**src/rtl/h2u_pkg.sv**
```systemverilog
package h2u_pkg;
  parameter int MAN_W = 10;
  parameter int EXP_W = 5;
  parameter int OUT_W = 8;
  parameter int BIAS  = 15;

  localparam int CODE_W     = 1 + EXP_W + MAN_W;
  localparam int SIG_W      = MAN_W + 1;
  localparam int PROD_W     = SIG_W + OUT_W;
  localparam int SHIFT_BASE = BIAS + MAN_W - 1;
  localparam int SH_W       = $clog2(SHIFT_BASE + 1);
  localparam logic [CODE_W-1:0] ONE_CODE = CODE_W'(BIAS) << MAN_W;

  typedef enum logic [1:0] {
    CLS_OK   = 2'd0,
    CLS_NEG  = 2'd1,
    CLS_HIGH = 2'd2
  } cls_e;
endpackage

```
**src/rtl/h2u_classify.sv**
```systemverilog
module h2u_classify
  import h2u_pkg::*;
(
  input  logic [CODE_W-1:0] code_i,
  output cls_e              cls_o
);
  always_comb begin
    if (code_i[CODE_W-1])                     cls_o = CLS_NEG;
    else if (code_i[CODE_W-2:0] > ONE_CODE[CODE_W-2:0]) cls_o = CLS_HIGH;
    else                                      cls_o = CLS_OK;
  end
endmodule

```
**src/rtl/h2u_scale.sv**
```systemverilog
module h2u_scale
  import h2u_pkg::*;
(
  input  logic [MAN_W-1:0]  man_i,
  output logic [PROD_W-1:0] prod_o
);
  logic [SIG_W-1:0] sig;
  always_comb begin
    sig = {1'b1, man_i};
    // sig * (2^OUT_W - 1) as a shift and subtract
    prod_o = ({{OUT_W{1'b0}}, sig} << OUT_W) - {{OUT_W{1'b0}}, sig};
  end
endmodule

```
**src/rtl/h2u_shift.sv**
```systemverilog
module h2u_shift
  import h2u_pkg::*;
(
  input  logic [PROD_W-1:0] val_i,
  input  logic [SH_W-1:0]   amt_i,
  output logic [PROD_W-1:0] val_o
);
  logic [PROD_W-1:0] stg [SH_W+1];
  assign stg[0] = val_i;
  for (genvar k = 0; k < SH_W; k++) begin : g_stage
    assign stg[k+1] = amt_i[k] ? (stg[k] >> (1 << k)) : stg[k];
  end
  assign val_o = stg[SH_W];
endmodule

```
**src/rtl/half_to_unorm8.sv**
```systemverilog
module half_to_unorm8
  import h2u_pkg::*;
(
  input  logic              clk_i,
  input  logic              rst_ni,
  input  logic [15:0]       in_i,
  output logic [7:0]        out_o,
  output logic              oor_o
);
  logic [EXP_W-1:0]  exp_f;
  logic [MAN_W-1:0]  man_f;
  logic [PROD_W-1:0] prod, aligned;
  logic [PROD_W:0]   biased;
  logic [SH_W-1:0]   amt;
  cls_e              cls;
  logic [OUT_W-1:0]  nxt_val;
  logic              nxt_oor;

  assign man_f = in_i[MAN_W-1:0];
  assign exp_f = in_i[MAN_W +: EXP_W];
  assign amt   = SH_W'(SHIFT_BASE) - SH_W'(exp_f);

  h2u_classify u_cls (.code_i(in_i), .cls_o(cls));
  h2u_scale    u_scl (.man_i(man_f), .prod_o(prod));
  h2u_shift    u_shf (.val_i(prod), .amt_i(amt), .val_o(aligned));

  assign biased = {1'b0, aligned} + (PROD_W+1)'(1);

  always_comb begin
    nxt_oor = 1'b1;
    unique case (cls)
      CLS_NEG:  nxt_val = '0;
      CLS_HIGH: nxt_val = '1;
      default: begin
        nxt_val = biased[OUT_W:1];
        nxt_oor = 1'b0;
      end
    endcase
  end

  always_ff @(posedge clk_i or negedge rst_ni) begin
    if (!rst_ni) begin
      out_o <= '0;
      oor_o <= 1'b0;
    end else begin
      out_o <= nxt_val;
      oor_o <= nxt_oor;
    end
  end
endmodule

```
**config.mk**
```make
export PLATFORM = sky130hd
export DESIGN_NAME = half_to_unorm8
export DESIGN_NICKNAME = d
export VERILOG_FILES = /design/src/rtl/h2u_pkg.sv /design/src/rtl/h2u_classify.sv /design/src/rtl/h2u_scale.sv /design/src/rtl/h2u_shift.sv /design/src/rtl/half_to_unorm8.sv
export SDC_FILE = /design/constraint.sdc
export NUM_CORES = 1
export LEC_CHECK = 0
export BUFFER_PORTS_ARGS = -buffer_cell sky130_fd_sc_hd__buf_2
export CAP_MARGIN = 15
export CORE_MARGIN = 8
export CORE_UTILIZATION = 40
export DETAILED_ROUTE_END_ITERATION = 7
export PLACE_DENSITY = 0.57
export SLEW_MARGIN = 10
export SYNTH_ARGS = -nofsm -noshare
export SYNTH_HDL_FRONTEND = slang
export SYNTH_HIERARCHICAL = 1
export SYNTH_SLANG_ARGS = --single-unit
```
**constraint.sdc**
```tcl
create_clock -name clk_i -period 0.9 [get_ports clk_i]
set_input_delay 0 -clock clk_i [delete_from_list [all_inputs] [get_ports clk_i]]
set_output_delay 0 -clock clk_i [all_outputs]
set_load 0.02 [all_outputs]
```
# [Word-level counts from Yosys, hierarchy flattened]
# Index checks and enable logic that the tools add are counted.
[word_totals] n_memories=0 regBits=9 output_inout_bits=9 inputBits=18 mem_bits_rw=0 rom_bits=0 word_cells=18 latchBits=0
[classes] div_mod_pow=0 shift=0 order_cmp=1 n_reduce_logical=1 addsub=3 muxes=9 bitwise=0 eq_ne=2 mul=0
[ops] op="$mux W19" n=4
[ops] op="$sub A19 B11 Y19" n=1
[ops] op="$pmux W8 S2" n=1
[ops] op="$gt A15 B14 Y1 const B" n=1
[ops] op="$add A9 B1 Y9 const B" n=1
[ops] op="$mux W9" n=1
[ops] op="$sub A5 B5 Y5 const A" n=1
[ops] op="$mux W2" n=2
[ops] op="$eq A2 B1 Y1 const B" n=1
[ops] op="$eq A2 B2 Y1 const B" n=1
[ops] op="$reduce_or A2 Y1" n=1
[ops] op="$mux W1" n=1

# [Depth between registers and ports, before layout]
# Gate-level depths: netlist of the first run.
[logic_depth] word_depth=8 mapped_depth=14 mapped_depth_nobuf=13

# [By module]
# Netlist of the first run, hierarchy kept.
[by_module_without_submodules] mod="h2u_shift" seq_area_each_um2=0.0 n_inst=1 cells_per_inst=102 area_each_um2=947.2
[by_module_without_submodules] mod="half_to_unorm8" seq_area_each_um2=225.2 n_inst=1 cells_per_inst=51 area_each_um2=493.0
[by_module_without_submodules] mod="h2u_scale" seq_area_each_um2=0.0 n_inst=1 cells_per_inst=57 area_each_um2=441.7
[by_module_without_submodules] mod="h2u_classify" seq_area_each_um2=0.0 n_inst=1 cells_per_inst=8 area_each_um2=58.8

# [Worst setup path before layout of the first run]
# OpenSTA, ideal clock, no wires.
[synth_path] path_type="input port to flip-flop" startpoint="in in_i[9]" endpoint="reg out_o[6]" slack_ns=-1.792 stages=11 arrival_time_ns=2.610 required_ns=0.818 setup_time_ns=0.082 path_cell_list="inv_1 ha_1 a211oi_4 nand3_1 xnor2_1 mux2i_1 mux4_2 o22ai_1 nand3_2 or4_1 a31oi_1"
[synth_between] elab_chain_len=8
[synth_rtl] item="start: declaration" line_no="half_to_unorm8.sv:6" text="input logic [15:0] in_i,"
[synth_rtl] item="$sub A19 B11 Y19" line_no="h2u_scale.sv:11" text="prod_o = ({{OUT_W{1'b0}}, sig} << OUT_W) - {{OUT_W{1'b0}}, sig};"
[synth_rtl] item="via prod[17]" line_no="half_to_unorm8.sv:12" text="logic [PROD_W-1:0] prod, aligned;"
[synth_rtl] item="$mux W19 (4 in series)" line_no="h2u_shift.sv:11" text="assign stg[k+1] = amt_i[k] ? (stg[k] >> (1 << k)) : stg[k];"
[synth_rtl] item="$mux W9" line_no="h2u_shift.sv:11"
[synth_rtl] item="via aligned[3]" line_no="half_to_unorm8.sv:12"
[synth_rtl] item="$add A9 B1 Y9" line_no="half_to_unorm8.sv:27" text="assign biased = {1'b0, aligned} + (PROD_W+1)'(1);"
[synth_rtl] item="$pmux W8 S2" line_no="half_to_unorm8.sv:31" text="unique case (cls)"
[synth_rtl] item="via nxt_val[6]" line_no="half_to_unorm8.sv:16" text="logic [OUT_W-1:0] nxt_val;"
[synth_rtl] item="end signal: assignment" line_no="half_to_unorm8.sv:46" text="out_o <= nxt_val;"
[synth_rtl] item="end: declaration" line_no="half_to_unorm8.sv:7" text="output logic [7:0] out_o,"
# The timed path passes the listed nets, and every way through them passes these cells.

# [Final worst setup path of the first run]
[layout_path] startpoint="in in_i[9]" endpoint="reg out_o[5]"
# The elaborated chain is that of the path after synthesis.

==> impl_metrics.yaml, run 1 <==
min_path:
  hold_path_class: "input port to asynchronous set/reset pin"
power_and_ir_drop:
  p_per_area_mw_per_mm2: 1082
  p_seq_frac: 0.159
  share_comb_of_total_power: 0.693
  finalPower_mw: 3.099
  p_clk_frac: 0.148
  vdd_drop_max_v: 0.0005904
  p_sw_mw: 1.187
  p_leak_nw: 1.261
  p_int_mw: 1.912
  swShare: 0.3830
placement:
  placed_cells: 323
  gp_congestion: 0.8481
  dp_hpwl_mm: 4.195
  port_buffers: 26
synth:
  netlist_area_mm2: 0.001823
  syn_nets: 221
  synth_cells: 197
  avgSynthCellArea_um2: 9.254
  synth_warnings: 6
layout:
  final_cells: 334
  fin_util: 0.6535
  antenna_cells: 0
  syn2layout_area_growth_pct: 57.17
  final_nets: 307
  drive_gt1_frac: 0.5922
worst_setup_path:
  path_max_fanout: 5
  path_class: "input port to flip-flop"
  endpoint_kind: "flip-flop"
  worstSetupStartpointType: "input port"
  crit_arrival_ps: 2700
  critPathRequiredTime_ps: 1030
detailed_routing:
  route.vias.total: 1802
  detail_route.wl_per_cell_um: 15.37
  vias_per_cell: 5.395
  drtPass1Iterations: 4
  route.antenna.remaining_nets: 0
  drc: 0
  drt_iter0_drc: 53
  wl_mm: 5.134
outcome:
  violations: "setup timing"
  outcome: "finished with violations"
timing:
  fin_crit_sh: 2.849
  timing.final.ws_setup_ps: -1664
  hold_violations: 0
  maxSlewHeadroom: 0.7367
  worstMarginPinSlew_ps: 392.6
  setup_viol: 9
  max_clock_freq_ghz: 0.3899
  grt_setup_unrepaired: "true"
  drv_slew: 0
  period_needed_ps: 2564
  fin_tns_setup_ps: -12980
floorplanning:
  ios: 27
  num_rows: 24
  die_y_um: 83.51
  die-area_mm2: 0.006974
  core_area_mm2: 0.004384
  die_w_um: 83.51
  start_util: 0.4158
grt:
  grt_pass1_wl_mm: 8.956
  use_met2: 0.2716
  gr-usage-met1: 0.1768
  grtUsageTotal: 0.1465
  antenna_found_initial: 0
  grtUsageMet3: 0.02344
  gr-max-usage-layer: "met2"
  grt_pass1_vias: 1873
  grt_overflow: 0
  grt_max_degree: 21
clocking:
  cts.sinks: 9
  cts_root_buf: "clkbuf_8"
  htreeDepth: 1
  clock_path_buffers: 2
  cts_tree: "yes"
  cts_buffers: 3
  clk_pin_slew_ps: 40
job:
  drv_cap: 0
state kept, by name, summed over array words and instances, names as in the netlist:
name / cells
oor_o: 1
out_o: 8
worst max path at each step:
stage                  from       end  slack [ps]
global placement    in_i[9]  out_o[5]       -1980
floorplan           in_i[9]  out_o[3]       -1530
global route        in_i[8]  out_o[1]       -1800
finish              in_i[9]  out_o[5]       -1660
detailed placement  in_i[9]  out_o[5]       -2060
CTS                 in_i[9]  out_o[5]       -1680
critical path, cell delays in order:
cell and delay (ps):
buf_12 90, inv_12 30, ha_4 160, a211oi_4 230, buf_6 170, nand2_1 70
xnor2_1 230, mux4_2 300, mux2i_1 70, o2bb2a_2 250, o21ai_2 70, ha_2 220
nand4_1 190, or3_1 360, a31oi_1 220
final cells by class:
type	count	area (um2)
fill	361	1519
sequential	9	225.2
inverter	12	65.06
timing repair buffer	99	787.0
multi-input combinational	158	1678
tap	52	65.06
clock buffer	4	45.04
power by group through the flow:
stage	clock [mW]	sequential, mW	combinational (mW)
after floorplan	0	0.599	1.09
after global placement	0	0.498	1.92
after detailed placement	0	0.499	1.93
after CTS	0.470	0.494	2.06
after global routing	0.499	0.502	2.32
final	0.459	0.492	2.15
stage by stage:
stage          hold slack (ps)  setup slack [ps]  instance area [um2]
2_1_floorplan           -295.6             -1526                 1909
3_3_place_gp            -146.0             -1980                 2530
3_5_place_dp            -142.0             -2055                 2530
4_1_cts                  152.1             -1679                 2725
5_1_grt                  171.4             -1800                 2865
6_report                 147.5             -1664                 2865
metal layers:
metal,vias up,routed length (um)
li1,898,-
met1,868,2176
met2,34,2794
met3,2,149
met4,0,14
met5,-,0
cells in the final DEF (no fill, tap or decap), types with 3 or more instances in the layout:
master,instances
nor2b_1,3
buf_2,22
nand2_1,10
nand3_1,3
mux2i_1,17
buf_12,5
clkbuf_8,3
buf_6,7
xnor2_2,5
or3_1,3
a31oi_1,4
nor3_1,3
buf_4,63
nand3_4,3
inv_1,8
ha_1,3
nand3_2,4
nor2_1,10
xor2_1,7
dfrtp_1,9
xnor2_1,6
inv_4,3
o21ai_2,3
nand2b_1,4
mux4_2,12
o21ai_1,3
a21oi_2,3
what timing repair did:
action / 4_1_cts / 5_1_grt
resized for setup: 29 / 24
hold endpoints to repair: 9 / 0
setup endpoints to repair: 9 / 9
setup buffers: 4 / 5
hold buffers: 1 / 0
pin swaps: 24 / 16
Note: power is estimated with default switching activity, not from simulation.
==> run 2, diff against run 1 <==
Settings changed: CTS_BUF_LIST set to sky130_fd_sc_hd__clkbuf_4.
==> impl_metrics.yaml, run 2 (synthesis results as in run 1) <==
outcome:
  outcome: "finished with violations"
  violations: "setup timing"
clocking:
  cts.sinks: 9
  clock_path_buffers: 2
  clk_pin_slew_ps: 60
  cts_buffers: 3
  htreeDepth: 1
  cts_tree: "yes"
  cts_root_buf: "clkbuf_4"
power_and_ir_drop:
  vdd_drop_max_v: 0.0005073
  finalPower_mw: 2.954
  p_leak_nw: 1.274
  p_per_area_mw_per_mm2: 1044
grt:
  grt_overflow: 0
  grt_max_degree: 21
  grt_pass1_vias: 1877
  grt_pass1_wl_mm: 8.956
  grtUsageTotal: 0.1465
  antenna_found_initial: 0
layout:
  mostFrequentLayoutCells: "buf_4, buf_2, mux2i_1, mux4_2"
  top_register: "out_o"
  layout_commonest_cell: "buf_4"
  reg_top3: "out_o (8), oor_o (1)"
  drive_gt1_frac: 0.5804
  fill_cells: 382
  final_nets: 311
  antenna_cells: 0
  largest_register_ffs: 8
  syn2layout_area_growth_pct: 55.18
  fin_util: 0.6453
  final_area_mm2: 0.002829
floorplanning:
  die_w_um: 83.51
  start_util: 0.4158
  die-area_mm2: 0.006974
  core_area_mm2: 0.004384
  die_y_um: 83.51
  num_rows: 24
  ios: 27
detailed_routing:
  vias_per_cell: 5.367
  drt_iter0_drc: 70
  wl_mm: 5.199
  drtPass1Iterations: 4
  route.antenna.remaining_nets: 0
  route.vias.total: 1814
  drc: 0
  detail_route.wl_per_cell_um: 15.38
timing:
  drv_slew: 0
  period_needed_ps: 2521
  maxSlewHeadroom: 0.7591
  timing.final.ws_setup_ps: -1621
  setup_viol: 9
  grt_setup_unrepaired: "true"
  fin_crit_sh: 2.801
  worstMarginPinSlew_ps: 358.0
  hold_violations: 0
  fin_tns_setup_ps: -12610
  max_clock_freq_ghz: 0.3967
worst_setup_path:
  critical-path-max-stage-delay_ps: 480
  path_cells: "buf_12, inv_12, ha_4, a211oi_4, nand3b_1, xnor2_2, mux4_2, mux2_4, a32oi_1, o21ai_1, ha_2, buf_4, buf_4, xnor2_2, a21oi_1"
  worstSetupStartpoint: "in_i[9]"
  path_max_fanout: 5
  crit_family: "multiplexers"
  slowest_stage: "mux4_2"
  endpoint_kind: "flip-flop"
  crit_arrival_ps: 2660
  cp_num_buf_inv: 4
  critPathRequiredTime_ps: 1040
  worstSetupStartpointType: "input port"
  path_class: "input port to flip-flop"
min_path:
  hold_path_class: "input port to asynchronous set/reset pin"
placement:
  gp_congestion: 0.8481
  dp_slack_ps: -2055
  dp_hpwl_mm: 4.195
  dpl-instance-area_mm2: 0.002530
  port_buffers: 26
job:
  drv_cap: 0
==> run 2: report_power, final <==
group          switching (mW)  internal, mW  total, mW
combinational           0.998          1.13       2.13
clock                   0.134         0.200      0.334
sequential             0.0145         0.476      0.490
==> run 2: worst max-delay path by stage <==
stage / end / slack, ps / depth (start not counted)
floorplan: out_o[3] / -1530 / 13
global placement: out_o[5] / -1980 / 14
detailed placement: out_o[5] / -2060 / 14
CTS: out_o[5] / -1650 / 14
global route: out_o[5] / -1780 / 14
finish: out_o[1] / -1620 / 15
==> run 2: final cells by class <==
cell class / instances / area (um2) / share of cell area
Timing Repair Buffer: 103 / 839.6 / 0.2968
Inverter: 12 / 62.56 / 0.02211
Sequential cell: 9 / 225.2 / 0.07961
Multi-Input combinational cell: 158 / 1607 / 0.5679
Clock buffer: 4 / 30.03 / 0.01061
Tap cell: 52 / 65.06 / 0.02300
==> run 2: per-layer routing <==
layer  routed length, um  up-vias  track usage  part of all wire
li1                    -      905            -                 -
met1                2231      880       0.1768              0.43
met2                2816       27       0.2716              0.54
met3                 137        2      0.02344             0.026
met4                  14        0      0.01413            0.0027
met5                   0        -            0                 0
==> run 2: through the flow <==
step	hold WS, ps	std cells
after global routing	130.6	338
after global placement	-146.0	323
after detailed placement	-142.0	323
after CTS	117.0	331
after floorplan	-295.6	197
final	116.6	338
==> run 2: timing repair <==
item                                    4_1_cts  5_1_grt
endpoints found under the hold margin         9        0
pin swaps                                    24       18
endpoints found under the setup margin        9        9
hold buffers                                  1        0
gates cloned                                  0        2
buffers inserted                              4        6
resized for setup                            29       13
